[src/rtl/arb3_pkg.sv]
package arb3_pkg;

  localparam int DATA_W = 32;
  localparam int LANES  = DATA_W / 8;

  typedef enum logic [1:0] {
    K_NONE  = 2'd0,
    K_FETCH = 2'd1,
    K_LOAD  = 2'd2,
    K_STORE = 2'd3
  } kind_t;

  localparam logic [1:0] SZ_BYTE = 2'd0;
  localparam logic [1:0] SZ_HALF = 2'd1;

  // byte enables from size code and low address bits
  function automatic logic [LANES-1:0] lane_mask(input logic [1:0] sz,
                                                 input logic [1:0] lo);
    logic [LANES-1:0] m;
    case (sz)
      SZ_BYTE: m = 4'b0001 << lo;
      SZ_HALF: m = lo[1] ? 4'b1100 : 4'b0011;
      default: m = 4'b1111;
    endcase
    return m;
  endfunction

  // place right-aligned store data onto its byte lanes
  function automatic logic [DATA_W-1:0] lane_data(input logic [1:0] sz,
                                                  input logic [1:0] lo,
                                                  input logic [DATA_W-1:0] d);
    logic [DATA_W-1:0] r;
    case (sz)
      SZ_BYTE: r = {24'd0, d[7:0]} << {lo, 3'b000};
      SZ_HALF: r = {16'd0, d[15:0]} << {lo[1], 4'b0000};
      default: r = d;
    endcase
    return r;
  endfunction

endpackage

[src/rtl/arb3_grant.sv]
module arb3_grant (
  input  logic clk,
  input  logic rst_n,
  input  logic ld_req,
  input  logic st_req,
  input  logic f_req,
  input  logic ld_resp,
  input  logic st_resp,
  output logic ld_gnt,
  output logic st_gnt,
  output logic f_gnt,
  output logic ld_busy,
  output logic st_busy
);

  logic ld_cand, st_cand;

  always_comb begin
    ld_cand = ld_req && !ld_busy;
    st_cand = st_req && !st_busy;
    ld_gnt  = ld_cand;
    st_gnt  = st_cand && !ld_cand;
    f_gnt   = f_req && !ld_cand && !st_cand;
  end

  // one outstanding transaction per data channel
  always_ff @(posedge clk or negedge rst_n) begin
    if (!rst_n) begin
      ld_busy <= 1'b0;
      st_busy <= 1'b0;
    end else begin
      if (ld_gnt)       ld_busy <= 1'b1;
      else if (ld_resp) ld_busy <= 1'b0;
      if (st_gnt)       st_busy <= 1'b1;
      else if (st_resp) st_busy <= 1'b0;
    end
  end

endmodule

[src/rtl/arb3_resp_pipe.sv]
module arb3_resp_pipe
  import arb3_pkg::*;
#(
  parameter int LAT = 2
) (
  input  logic  clk,
  input  logic  rst_n,
  input  kind_t issue_kind,
  output kind_t ret_kind
);

  kind_t stage_q [LAT];

  generate
    for (genvar k = 0; k < LAT; k++) begin : g_stage
      always_ff @(posedge clk or negedge rst_n) begin
        if (!rst_n) stage_q[k] <= K_NONE;
        else if (k == 0) stage_q[k] <= issue_kind;
        else stage_q[k] <= stage_q[(k == 0) ? 0 : k-1];
      end
    end
  endgenerate

  assign ret_kind = stage_q[LAT-1];

endmodule

[src/rtl/arb3_flush_track.sv]
module arb3_flush_track #(
  parameter int LAT = 2,
  localparam int CW = $clog2(LAT + 2)
) (
  input  logic          clk,
  input  logic          rst_n,
  input  logic          f_gnt,
  input  logic          fret,
  input  logic          flush,
  output logic          fwd,
  output logic [CW-1:0] inflight,
  output logic [CW-1:0] drop_cnt
);

  logic [CW-1:0] inflight_n, drop_n;

  always_comb begin
    fwd        = !flush && (drop_cnt == '0);
    inflight_n = inflight + CW'(f_gnt) - CW'(fret);
    if (flush)
      drop_n = inflight - CW'(fret);
    else if (fret && (drop_cnt != '0))
      drop_n = drop_cnt - 1'b1;
    else
      drop_n = drop_cnt;
  end

  always_ff @(posedge clk or negedge rst_n) begin
    if (!rst_n) begin
      inflight <= '0;
      drop_cnt <= '0;
    end else begin
      inflight <= inflight_n;
      drop_cnt <= drop_n;
    end
  end

endmodule

[src/rtl/tri_chan_mem_arb.sv]
module tri_chan_mem_arb
  import arb3_pkg::*;
#(
  parameter int AW  = 32,
  parameter int LAT = 2,
  localparam int CW = $clog2(LAT + 2)
) (
  input  logic              clk,
  input  logic              rst_n,
  input  logic              if_req_i,
  input  logic              if_flush_i,
  input  logic [AW-1:0]     if_addr_i,
  output logic              if_gnt_o,
  output logic              if_valid_o,
  output logic [DATA_W-1:0] if_instr_o,
  input  logic              ld_req_i,
  input  logic [AW-1:0]     ld_addr_i,
  output logic              ld_valid_o,
  output logic [DATA_W-1:0] ld_data_o,
  input  logic              st_req_i,
  input  logic [AW-1:0]     st_addr_i,
  input  logic [DATA_W-1:0] st_data_i,
  input  logic [1:0]        st_size_i,
  output logic              st_done_o,
  output logic              mem_en_o,
  output logic              mem_we_o,
  output logic [AW-1:0]     mem_addr_o,
  output logic [DATA_W-1:0] mem_wdata_o,
  output logic [LANES-1:0]  mem_be_o,
  input  logic [DATA_W-1:0] mem_rdata_i
);

  // named internal events
  logic          ld_gnt, st_gnt, f_gnt;
  logic          ld_busy, st_busy;
  logic          fret, lret, fwd;
  logic [CW-1:0] inflight, drop_cnt;
  kind_t         cmd_kind, issue_kind, ret_kind;

  arb3_grant u_grant (
    .clk     (clk),
    .rst_n   (rst_n),
    .ld_req  (ld_req_i),
    .st_req  (st_req_i && !st_done_o),
    .f_req   (if_req_i),
    .ld_resp (ld_valid_o),
    .st_resp (st_done_o),
    .ld_gnt  (ld_gnt),
    .st_gnt  (st_gnt),
    .f_gnt   (f_gnt),
    .ld_busy (ld_busy),
    .st_busy (st_busy)
  );

  assign if_gnt_o = f_gnt;

  // registered memory command
  always_ff @(posedge clk or negedge rst_n) begin
    if (!rst_n) begin
      mem_en_o    <= 1'b0;
      mem_we_o    <= 1'b0;
      mem_addr_o  <= '0;
      mem_wdata_o <= '0;
      mem_be_o    <= '0;
      cmd_kind    <= K_NONE;
      st_done_o   <= 1'b0;
    end else begin
      mem_en_o  <= ld_gnt || st_gnt || f_gnt;
      mem_we_o  <= st_gnt;
      st_done_o <= st_gnt;
      if (ld_gnt) begin
        mem_addr_o  <= ld_addr_i;
        mem_wdata_o <= '0;
        mem_be_o    <= '1;
        cmd_kind    <= K_LOAD;
      end else if (st_gnt) begin
        mem_addr_o  <= st_addr_i;
        mem_wdata_o <= lane_data(st_size_i, st_addr_i[1:0], st_data_i);
        mem_be_o    <= lane_mask(st_size_i, st_addr_i[1:0]);
        cmd_kind    <= K_STORE;
      end else if (f_gnt) begin
        mem_addr_o  <= if_addr_i;
        mem_wdata_o <= '0;
        mem_be_o    <= '1;
        cmd_kind    <= K_FETCH;
      end else begin
        cmd_kind    <= K_NONE;
      end
    end
  end

  assign issue_kind = (mem_en_o && !mem_we_o) ? cmd_kind : K_NONE;

  arb3_resp_pipe #(.LAT(LAT)) u_pipe (
    .clk        (clk),
    .rst_n      (rst_n),
    .issue_kind (issue_kind),
    .ret_kind   (ret_kind)
  );

  assign fret = (ret_kind == K_FETCH);
  assign lret = (ret_kind == K_LOAD);

  arb3_flush_track #(.LAT(LAT)) u_flush (
    .clk      (clk),
    .rst_n    (rst_n),
    .f_gnt    (f_gnt),
    .fret     (fret),
    .flush    (if_flush_i),
    .fwd      (fwd),
    .inflight (inflight),
    .drop_cnt (drop_cnt)
  );

  // registered responses
  always_ff @(posedge clk or negedge rst_n) begin
    if (!rst_n) begin
      ld_valid_o <= 1'b0;
      ld_data_o  <= '0;
      if_valid_o <= 1'b0;
      if_instr_o <= '0;
    end else begin
      ld_valid_o <= lret;
      if (lret) ld_data_o <= mem_rdata_i;
      if_valid_o <= fret && fwd;
      if (fret && fwd) if_instr_o <= mem_rdata_i;
    end
  end

endmodule

[config.mk]
export PLATFORM = sky130hd
export DESIGN_NAME = tri_chan_mem_arb
export DESIGN_NICKNAME = d
export VERILOG_FILES = /design/src/rtl/arb3_pkg.sv /design/src/rtl/arb3_grant.sv /design/src/rtl/arb3_resp_pipe.sv /design/src/rtl/arb3_flush_track.sv /design/src/rtl/tri_chan_mem_arb.sv
export SDC_FILE = /design/constraint.sdc
export NUM_CORES = 1
export LEC_CHECK = 0
export BUFFER_PORTS_ARGS = -buffer_cell sky130_fd_sc_hd__buf_2
export CAP_MARGIN = 20
export CELL_PAD_IN_SITES_DETAIL_PLACEMENT = 1
export CELL_PAD_IN_SITES_GLOBAL_PLACEMENT = 1
export CORE_MARGIN = 8
export CORE_UTILIZATION = 31
export DETAILED_ROUTE_END_ITERATION = 6
export GPL_TIMING_DRIVEN = 0
export PLACE_DENSITY_LB_ADDON = 0.1
export RECOVER_POWER = 25
export SYNTH_ARGS = -nofsm -noshare
export SYNTH_HDL_FRONTEND = slang
export SYNTH_SLANG_ARGS = --single-unit
[constraint.sdc]
create_clock -name clk -period 1.6 [get_ports clk]
set_input_delay 0.08 -clock clk [delete_from_list [all_inputs] [get_ports clk]]
set_output_delay 0.08 -clock clk [all_outputs]
set_load 0.05 [all_outputs]
==> run metrics <==
initial antenna violation count=7; Yosys reg bits=148; post-layout util=0.523; CTS Buffer Depth=2; Net Sw Frac=0.481; Clock Root Buffer=clkbuf_16; grt total ovfl=0; layout cell share with drive strength beyond 1=0.431; worst slew pin tran=1.04 ns; Seq pwr share=0.280; clk_lat worst skew=0.42 ns; Fill cells=2,292; Cells on Worst Hold Path=3; cell taking the most area after synthesis=dfrtp_1; CP Class=flip-flop to primary output; Layout area overhead=66.0%; aggregate global-route resource usage=0.210; routed len/inst=20.8 um; Post-DRT Antenna Nets=0; RSZ-0062 raised after global routing=true; static leakage=5.11 nW; CP Max Fanout=3; Hold Path Class=input port to flip-flop; r2r startpoint=mem_we_o; Post-Syn Instances=553; largest net degree at the start of global routing=81; top cells by area, synth=dfrtp_1 (58%), mux2_2 (10%), o21ai_0 (4.6%); maxcap violations=0; first-pass GRT wire length=42.2 mm; final WL=27.1 mm; fin crit period=1.66 ns; Yosys top cell area share=0.583; Req. time, crit path=1.52 ns; DR pass1 iterations=4; Slew HR=0.304; P_int=0.0113 W; CP arrival=1.58 ns; dpl hpwl=18.9 mm; status=finished with violations; endpoint class of the critical path=primary output; Fin Hold WS=0.00102 ns; Worst R2R Setup Slack=-0.02 ns; Comb power frac=0.521; Netlist cell types=40; hold_sp=st_data_i[18]; sw power=0.0104 W; Final nets=1,190; GPL Wtd Cong=0.820; Final Cycle Share=1.04; mapped cell area=6360 um2; worst hold endpoint=mem_wdata_o[18]; Final Slew Violations=0; Synth Net Count=724; asr flop ratio synth=1.00; H-tree depth=4; Initial Utilization=0.315; Final Hold Viols=0; clock sink total=148; Power Density=2060 nW/um2; failing checks=setup timing; Die Y=159 um; EDFF count, synth=0; number of global-route vias before repair=7,346; Peak Freq=0.603 GHz; # rows=52; Post-Layout Cell Count=1,307; Port Buffers=305; CTS Buf Count=17; R2R depth=7; Boundary Pins=306; vias per inst=4.90; Via Count=6,410; TritonCTS clock tree=yes; Setup Skew=0.0138 ns; Horiz. Die Dim=159 um; final setup violation count=17; Clock power frac=0.199; mean post-synth cell area=11.5 um2; DR DRC count=0; synth warn=0; Worst-path clk slew=0.06 ns; Core Area=20,200 um2; Die ar.=25,300 um2; Setup crit start kind=flip-flop; final worst slack=-0.0584 ns; DRT iter0 DRCs=374; Peak VDD IR=733 uV; R2R Path End=mem_wdata_o[10]; Synth Flop Type=dfrtp_1; cell total after placement=1,129; Seq/Total Area, Yosys=0.583
==> metal layers <==
metal / track usage / part of all wire / up-vias
met2: 0.355 / 0.50 / 248
met3: 0.0636 / 0.059 / 75
li1: - / - / 2907
met1: 0.236 / 0.40 / 3176
met5: 0 / 0.00085 / -
met4: 0.110 / 0.041 / 4
==> worst max-delay path, cell delays in order, from the launching register on <==
cell     delay [ns]
dfrtp_2        0.42
nor3b_4        0.23
buf_6          0.15
nor2_4         0.03
and2_4         0.17
buf_8          0.15
==> power by group through the flow <==
stage | sequential (W) | clock (W) | combinational [W]
finish | 0.00608 | 0.00433 | 0.0113
floorplan | 0.0109 | 0 | 0.00261
detailed placement | 0.00610 | 0 | 0.0104
CTS | 0.00605 | 0.00443 | 0.0110
global placement | 0.00603 | 0 | 0.0102
global route | 0.00628 | 0.00459 | 0.0119
==> synthesized netlist by cell type, types with 2 or more instances <==
master,instances
nand2_1,47
buf_2,16
clkbuf_1,11
a22oi_1,27
inv_1,9
o22a_1,2
o21ai_1,4
xnor2_1,3
a21boi_0,3
a21oi_1,32
a221o_1,2
nand2b_1,7
nor2_1,42
nor2b_1,4
mux2_2,57
dfrtp_1,148
ha_1,3
mux2_1,7
a221oi_1,4
o21ai_0,59
nand3_1,4
mux2i_1,9
and3b_1,3
o22ai_1,3
a22o_1,18
nor3_1,2
buf_6,2
nor3_2,2
buf_4,8
inv_2,3
a31oi_1,3
==> stage by stage <==
stage / setup WS (ns) / setup TNS (ns) / cell area (um2) / total power, W
after floorplan: -0.0580 / -0.770 / 6370 / 0.0135
after global placement: -1.97 / -256.75 / 8240 / 0.0162
after detailed placement: -0.244 / -8.76 / 8270 / 0.0165
after CTS: -0.0609 / -0.0627 / 10300 / 0.0215
after global routing: -0.134 / -3.31 / 10500 / 0.0228
final: -0.0584 / -0.304 / 10500 / 0.0217
==> registers in the layout (all words and copies together), names as in the netlist, 4 cells and up <==
signal	flops
if_instr_o	32
ld_data_o	32
mem_addr_o	32
mem_be_o	4
mem_wdata_o	32
==> final cells by class <==
| cell class | count | area (um2) | area share |
|---|---|---|---|
| multi-input combinational | 356 | 2470 | 0.234 |
| clock inverter | 13 | 196 | 0.0186 |
| tap | 270 | 338 | 0.0320 |
| sequential | 148 | 3700 | 0.351 |
| buffer | 34 | 318 | 0.0301 |
| timing repair buffer | 450 | 3020 | 0.286 |
| antenna | 5 | 12.5 | 0.00119 |
| inverter | 12 | 47.5 | 0.00451 |
| clock buffer | 19 | 443 | 0.0420 |
==> cells by family (layout without fill, tap and decap cells) <==
logic type	Yosys count	in the layout	synth area share
buffers and inverters	49	528	0.0392
xor gates and xnor gates	3	3	0.00413
other	0	5	0
AOI/OAI and AO/OA	161	161	0.157
muxes	73	73	0.128
DFF	148	148	0.583
adders and majority gates	3	3	0.00591
and+or+nand+nor	116	116	0.0831
==> worst max-delay path by stage <==
stage	to	from	slack [ns]
after floorplan	mem_addr_o[11]	mem_we_o	-0.06
after global placement	mem_we_o	rst_n	-1.97
after detailed placement	mem_addr_o[24]	mem_we_o	-0.24
after CTS	if_gnt_o	u_grant.st_busy	-0.06
after global routing	if_gnt_o	mem_we_o	-0.13
final	if_gnt_o	mem_we_o	-0.06
==> repair_timing <==
action	in CTS	in global routing
hold endpoints to repair	178	0
hold buffers	116	0
pin swaps	2	3
setup endpoints to repair	102	119
buffers inserted	12	13
gates resized for setup	34	43
cloned	1	3
==> layout by cell type (no fill, tap or decap), types with 9 or more instances in the layout <==
cell type	n
buf_2	285
dfrtp_1	147
dlygate4sd3_1	116
mux2_2	57
nand2_1	47
o21ai_0	43
nor2_1	40
clkbuf_1	30
a21oi_1	29
a22oi_1	27
buf_4	24
o21ai_1	20
clkbuf_16	20
a22o_1	18
inv_1	9
buf_6	9
mux2i_1	9
Power figures use the tool's default switching activity.
